===== src/rtl/ssadc_pkg.sv =====
package ssadc_pkg;
   localparam int DEF_PW = 8;
   localparam int DEF_CW = 16;

   typedef enum logic [1:0] {
      EDGE_NONE = 2'd0,
      EDGE_RISE = 2'd1,
      EDGE_FALL = 2'd2
   } edge_e;
endpackage


===== src/rtl/ssadc_pwm.sv =====
module ssadc_pwm #(
   parameter int PW = ssadc_pkg::DEF_PW
) (
   input  logic          clk,
   input  logic          rst_n,
   input  logic          tick_i,
   input  logic [PW-1:0] cfg_period_i,
   input  logic [PW-1:0] cfg_high_i,
   output logic          pwm_o
);
   logic [PW-1:0] phase_q, per_q, hi_q;
   logic          pwm_q;
   logic [PW:0]   phase_inc;
   logic          at_last;

   assign phase_inc = {1'b0, phase_q} + {{PW{1'b0}}, 1'b1};
   assign at_last   = (phase_q == per_q);

   always_ff @(posedge clk) begin
      if (!rst_n) begin
         phase_q <= '0;
         per_q   <= '0;
         hi_q    <= '0;
         pwm_q   <= 1'b0;
      end else if (tick_i) begin
         if (at_last) begin
            phase_q <= '0;
            per_q   <= cfg_period_i;
            hi_q    <= cfg_high_i;
            pwm_q   <= |cfg_high_i;
         end else begin
            phase_q <= phase_inc[PW-1:0];
            pwm_q   <= (phase_inc < {1'b0, hi_q});
         end
      end
   end

   assign pwm_o = pwm_q;

   AST_RAMP_TICK_ONLY: assert property (@(posedge clk) disable iff (!rst_n)
      !tick_i |=> $stable(pwm_q));
   AST_CFG_SHADOW: assert property (@(posedge clk) disable iff (!rst_n)
      !(tick_i && at_last) |=> ($stable(per_q) && $stable(hi_q)));
endmodule


===== src/rtl/ssadc_gate_cnt.sv =====
module ssadc_gate_cnt #(
   parameter int CW = ssadc_pkg::DEF_CW
) (
   input  logic              clk,
   input  logic              rst_n,
   input  logic              pwm_i,
   input  logic              cmp_i,
   input  logic              cnt_en_i,
   output logic [CW-1:0]     cnt_o,
   output logic              low_seen_o,
   output ssadc_pkg::edge_e  edge_o
);
   import ssadc_pkg::*;

   logic          pwm_d;
   logic          gate;
   logic [CW-1:0] cnt_q;
   logic          low_q;

   assign gate = pwm_i & cmp_i & cnt_en_i;

   always_comb begin
      edge_o = EDGE_NONE;
      if (pwm_i && !pwm_d)      edge_o = EDGE_RISE;
      else if (!pwm_i && pwm_d) edge_o = EDGE_FALL;
   end

   always_ff @(posedge clk) begin
      if (!rst_n) begin
         pwm_d <= 1'b0;
         cnt_q <= '0;
         low_q <= 1'b0;
      end else begin
         pwm_d <= pwm_i;
         if (edge_o == EDGE_RISE) begin
            cnt_q <= CW'(gate);
            low_q <= ~cmp_i;
         end else if (pwm_i) begin
            if (gate && (cnt_q != '1)) cnt_q <= cnt_q + CW'(1);
            if (!cmp_i)                low_q <= 1'b1;
         end
      end
   end

   assign cnt_o      = cnt_q;
   assign low_seen_o = low_q;

   AST_CNT_FREEZE: assert property (@(posedge clk) disable iff (!rst_n)
      ((edge_o != EDGE_RISE) && !gate) |=> $stable(cnt_q));
   AST_CNT_RESTART: assert property (@(posedge clk) disable iff (!rst_n)
      (edge_o == EDGE_RISE) |=> (cnt_q <= CW'(1)));
endmodule


===== src/rtl/ssadc_capture.sv =====
module ssadc_capture #(
   parameter int CW = ssadc_pkg::DEF_CW
) (
   input  logic              clk,
   input  logic              rst_n,
   input  ssadc_pkg::edge_e  edge_i,
   input  logic [CW-1:0]     cnt_i,
   input  logic              low_seen_i,
   output logic [CW-1:0]     result_o,
   output logic              done_o,
   output logic              ovf_o
);
   import ssadc_pkg::*;

   logic [CW-1:0] res_q;
   logic          done_q, ovf_q;

   always_ff @(posedge clk) begin
      if (!rst_n) begin
         res_q  <= '0;
         done_q <= 1'b0;
         ovf_q  <= 1'b0;
      end else begin
         done_q <= (edge_i == EDGE_FALL);
         if (edge_i == EDGE_FALL) begin
            res_q <= cnt_i;
            ovf_q <= ~low_seen_i;
         end
      end
   end

   assign result_o = res_q;
   assign done_o   = done_q;
   assign ovf_o    = ovf_q;

   AST_DONE_SINGLE: assert property (@(posedge clk) disable iff (!rst_n)
      done_q |=> !done_q);
   AST_RESULT_HOLD: assert property (@(posedge clk) disable iff (!rst_n)
      (edge_i != EDGE_FALL) |=> ($stable(res_q) && $stable(ovf_q)));
endmodule


===== src/rtl/ssadc_ctrl.sv =====
module ssadc_ctrl #(
   parameter int PW              = ssadc_pkg::DEF_PW,
   parameter int CW              = ssadc_pkg::DEF_CW,
   parameter int CMP_SYNC_STAGES = 0
) (
   input  logic          clk,
   input  logic          rst_n,
   input  logic          src_tick_i,
   input  logic          cnt_en_i,
   input  logic          cmp_i,
   input  logic [PW-1:0] cfg_period_i,
   input  logic [PW-1:0] cfg_high_i,
   output logic          ramp_en_o,
   output logic [CW-1:0] result_o,
   output logic          done_o,
   output logic          ovf_o
);
   import ssadc_pkg::*;

   if (PW < 1 || PW > 24) begin : g_bad_pw
      $error("ssadc_ctrl: PW out of range");
   end
   if (CW < 2 || CW > 32) begin : g_bad_cw
      $error("ssadc_ctrl: CW out of range");
   end
   if (CMP_SYNC_STAGES < 0 || CMP_SYNC_STAGES > 4) begin : g_bad_sync
      $error("ssadc_ctrl: CMP_SYNC_STAGES out of range");
   end

   logic          pwm;
   logic          cmp_s;
   logic [CW-1:0] cnt;
   logic          low_seen;
   edge_e         win_edge;

   if (CMP_SYNC_STAGES == 0) begin : g_cmp_direct
      assign cmp_s = cmp_i;
   end else begin : g_cmp_sync
      logic [CMP_SYNC_STAGES-1:0] sh_q;
      always_ff @(posedge clk) begin
         if (!rst_n) begin
            sh_q <= '0;
         end else begin
            for (int k = CMP_SYNC_STAGES - 1; k > 0; k--) sh_q[k] <= sh_q[k-1];
            sh_q[0] <= cmp_i;
         end
      end
      assign cmp_s = sh_q[CMP_SYNC_STAGES-1];
   end

   ssadc_pwm #(.PW(PW)) u_pwm (
      .clk          (clk),
      .rst_n        (rst_n),
      .tick_i       (src_tick_i),
      .cfg_period_i (cfg_period_i),
      .cfg_high_i   (cfg_high_i),
      .pwm_o        (pwm)
   );

   ssadc_gate_cnt #(.CW(CW)) u_cnt (
      .clk        (clk),
      .rst_n      (rst_n),
      .pwm_i      (pwm),
      .cmp_i      (cmp_s),
      .cnt_en_i   (cnt_en_i),
      .cnt_o      (cnt),
      .low_seen_o (low_seen),
      .edge_o     (win_edge)
   );

   ssadc_capture #(.CW(CW)) u_cap (
      .clk        (clk),
      .rst_n      (rst_n),
      .edge_i     (win_edge),
      .cnt_i      (cnt),
      .low_seen_i (low_seen),
      .result_o   (result_o),
      .done_o     (done_o),
      .ovf_o      (ovf_o)
   );

   assign ramp_en_o = pwm;

   AST_DONE_AFTER_FALL: assert property (@(posedge clk) disable iff (!rst_n)
      $fell(ramp_en_o) |=> done_o);
endmodule


===== config.mk =====
export PLATFORM = sky130hd
export DESIGN_NAME = ssadc_ctrl
export DESIGN_NICKNAME = d
export VERILOG_FILES = /design/src/rtl/ssadc_pkg.sv /design/src/rtl/ssadc_pwm.sv /design/src/rtl/ssadc_gate_cnt.sv /design/src/rtl/ssadc_capture.sv /design/src/rtl/ssadc_ctrl.sv
export SDC_FILE = /design/constraint.sdc
export NUM_CORES = 1
export LEC_CHECK = 0
export ABC_AREA = 1
export BUFFER_PORTS_ARGS = -buffer_cell sky130_fd_sc_hd__buf_4
export CAP_MARGIN = 10
export CELL_PAD_IN_SITES_DETAIL_PLACEMENT = 0
export CELL_PAD_IN_SITES_GLOBAL_PLACEMENT = 1
export CORE_ASPECT_RATIO = 1.25
export CORE_MARGIN = 2
export CORE_UTILIZATION = 46
export CTS_BUF_LIST = sky130_fd_sc_hd__clkbuf_2 sky130_fd_sc_hd__clkbuf_4 sky130_fd_sc_hd__clkbuf_8
export CTS_CLUSTER_DIAMETER = 80
export DETAILED_ROUTE_END_ITERATION = 8
export PLACE_DENSITY = 0.83
export REMOVE_ABC_BUFFERS = 1
export SYNTH_ARGS = -nofsm -noshare
export SYNTH_HDL_FRONTEND = slang
export SYNTH_HIERARCHICAL = 1
export SYNTH_SLANG_ARGS = --single-unit
export TNS_END_PERCENT = 10

===== constraint.sdc =====
create_clock -name clk -period 4.2 [get_ports clk]
set_input_delay 0.84 -clock clk [delete_from_list [all_inputs] [get_ports clk]]
set_output_delay 0.84 -clock clk [all_outputs]
set_load 0.005 [all_outputs]

==> summary.txt <==
Timing
  – Finish-stage setup viols: 0
  – Worst hold slack: around 460 ps
  – RSZ-0062 raised after global routing: no
  – Final min period: 1990 ps
  – Max-slew violation count: 0
  – Fin Clk Skew: a little under 6 ps
  – Achievable clock frequency: about 500 MHz
  – Final TNS setup: 0 ps
  – Final Hold Fails: 0
  – Relative slew slack: 55.6%
  – Fin crit share: 47.5%
  – Worst Tran Pin Value: 666 ps

Layout
  – N_diodes: 0
  – Share of cells above drive strength 1: 16.9%
  – Layout Nets: approximately 550
  – Synth-to-Final Area Change: 15.8%
  – Filler cell count: ~740

Global routing
  – Gr usage total: 20.4%
  – Grt met1 use: 23.0%
  – Met3 Resource Use GR: 2.96%
  – Met2 Usage GRT: 37.0%
  – Initial antenna violation count: 0
  – First-pass GRT wire length: 12.7 mm
  – Total gr overflow: 0
  – Largest net degree at the start of global routing: 39
  – Vias in the first global route: between 2,000 and 3,000
  – GR peak layer: met2

Placement
  – RD Place Congestion: 0.835
  – Port Buf Inserts: 39
  – DP HPWL: about 5 mm

Logic synthesis
  – Flip-flop and latch count after synthesis: 61
  – Ys async rst share: 0%
  – Syn avg cell area: 6.72 um^2
  – Synth Cell Area: 3270 um^2
  – Yosys warns: 6
  – Yosys top cell area share: 37.4%
  – Post-synth top cells: nand2_1, nor2_1, dfxtp_1, inv_1, nand3_1
  – Synthesized instance count: 486
  – Dominant synthesized flop cell: dfxtp_1
  – Top post-synthesis cells by area: dfxtp_1, nand2_1, nor2_1
  – Post-synth cell types: 28
  – Post-synth EDFFs: 0
  – Synth area leader: dfxtp_1
  – Post-synthesis sequential area ratio: 37.4%
  – Cell with the most instances after synthesis: nand2_1

Worst setup path
  – Reg2Reg Setup Slack: 2210 ps
  – Crit path max fanout: 6
  – Crit path max-delay family: simple AND/OR/NAND/NOR gates
  – Critical Path Max Stage Delay: about 420 ps
  – Critical-path top delay cell: dfxtp_1
  – R2R depth: 13
  – Crit path capture type: flip-flop
  – RR Endpoint: u_pwm/pwm_o
  – R2R Path Start: u_pwm/phase_q[0]
  – Worst Path Required: 4470 ps
  – Startpoint types: flip-flop
  – Buffers plus inverters on the worst setup path: 1
  – Most frequent CP cell: nand2_1
  – CP arrival: 2260 ps
  – CP Cell Sequence: ha_1 > nand3_1 > xor2_1 > ha_1 > nand2_1 > inv_1 > nand2_1 > nand3_1 > nand2_1 > nand2_1 > nand2_1 > nand3_1 > a21oi_1
  – Setup Crit Path Kind: reg -> reg

Clock tree
  – CTS tree: yes
  – Cts hold-fix bufs: 0
  – Clk_lat worst skew: ~340 ps
  – Bufs on Longest Clock Path: 2
  – Total CTS buffers: 9
  – Post-cts resize count: 0
  – Worst-path clk slew: 70 ps
  – Post-CTS setup buffers: 0
  – CTS root buf: clkbuf_8
  – Clock sink count: 61
  – Htree depth: 3

Die
  – Core area: 6930 um^2
  – Boundary pin count: 40
  – Die ar.: 7800 um^2
  – Row count: 34
  – Die width: 79.4 um
  – Starting density of the core: 47.1%
  – Die boundary height: 98.2 um

Pwr
  – Power density over the cells: 524 nW/um^2
  – Static Leak: between 0.0015 and 0.002 uW
  – Worst IR Drop VDD: around 0.00032 V

Job
  – MaxCap Viol Count: 0

Worst hold path
  – Hold worst-path end: u_pwm/hi_q[3]
  – Hold crit path type: reg -> reg
  – Hold Path Origin: u_pwm/hi_q[3]
  – Hold Path Cell Cnt: 2

Route
  – Vias per inst: 4.84
  – Drt wl/cell: around 11 um
  – Drt pass-1 iters: 4
  – Total number of vias: roughly 3,000
  – DRT antenna net count: 0
  – Drt total wl: 7.05 mm
  – Number of remaining DRC errors: 0
  – DR iter-0 viols: 81

Run status
  – Status: finished clean
-- layout make-up --
cell class / count / area [um^2] / share of cell area (%)
clock buffers: 11 / 145 / 3.84
clock inverters: 4 / 72.6 / 1.92
inverters: 72 / 272 / 7.18
multi-input cells: 340 / 1660 / 43.9
flip-flops and latches: 61 / 1220 / 32.3
well taps: 90 / 113 / 2.98
repair buffers: 40 / 300 / 7.94
-- report_power, final --
part	switching (uW)	internal, uW
registers	59.8	691
clock network	232	353
logic	401	244
-- placed cells by master (no fill, tap or decap), drive strengths merged, types with 9 or more instances in the layout --
| cell | instances |
|---|---|
| dfxtp | 61 |
| buf | 40 |
| nor2 | 84 |
| clkbuf | 11 |
| o21ai | 24 |
| nand2 | 135 |
| a21oi | 37 |
| nand3 | 31 |
| ha | 9 |
| inv | 70 |
-- sequential cells by signal, indices dropped and copies added, names as in the netlist --
name	cells
u_cap/result_o	16
u_cnt/pwm_d	1
u_cap/ovf_o	1
u_pwm/per_q	8
u_cap/done_o	1
u_cnt/low_seen_o	1
u_pwm/pwm_o	1
u_pwm/hi_q	8
u_pwm/phase_q	8
u_cnt/cnt_o	16
-- worst reg2reg max path: stages, from the launching register on --
cell and delay, ps:
dfxtp_1 420, ha_1 230, nand3_1 130, xor2_1 240
ha_1 280, nand2_1 90, inv_1 40, nand2_1 50
nand3_1 80, nand2_1 60, nand2_1 50, nand2_1 60
nand3_1 60, a21oi_1 140
-- kinds of logic (layout without fill, tap and decap cells) --
kind of cell	count (synthesis)	in the layout	share of synthesized area (%)
AOI/OAI and AO/OA	61	61	10.5
adders and majority gates	9	9	3.45
buffers and inverters	85	127	11.8
DFF	61	61	37.4
xor gates and xnor gates	12	12	3.22
and+or+nand+nor	258	258	33.6
-- how the worst max path moves through the flow --
stage | from | to | slack (ps) | depth (start not counted)
finish | u_pwm/phase_q[0] | u_pwm/pwm_o | 2210 | 13
detailed placement | rst_n | u_cnt/cnt_o[2] | 2040 | 5
floorplan | u_pwm/phase_q[0] | u_pwm/pwm_o | 2470 | 10
global route | u_pwm/phase_q[0] | u_pwm/pwm_o | 2020 | 12
CTS | u_pwm/phase_q[0] | u_pwm/pwm_o | 2180 | 13
global placement | rst_n | u_cnt/cnt_o[15] | 2110 | 5
-- per-layer routing --
layer  up-vias  wire length [um]
met5         -                 0
met4         0               153
met3        13               204
met2        45              3710
met1      1352              2980
li1       1582                 -
-- per-stage QoR --
step	total power (uW)	instances	utilization [%]	setup WS [ps]	cell area (um^2)
CTS	2010	618	54.5	2180	3780
finish	1980	618	54.5	2210	3780
detailed placement	1430	603	51.4	2040	3560
global route	2150	618	54.5	2020	3780
global placement	1410	603	51.4	2110	3560
floorplan	1220	473	-	2470	3150
(Power assumes the default switching activity.)
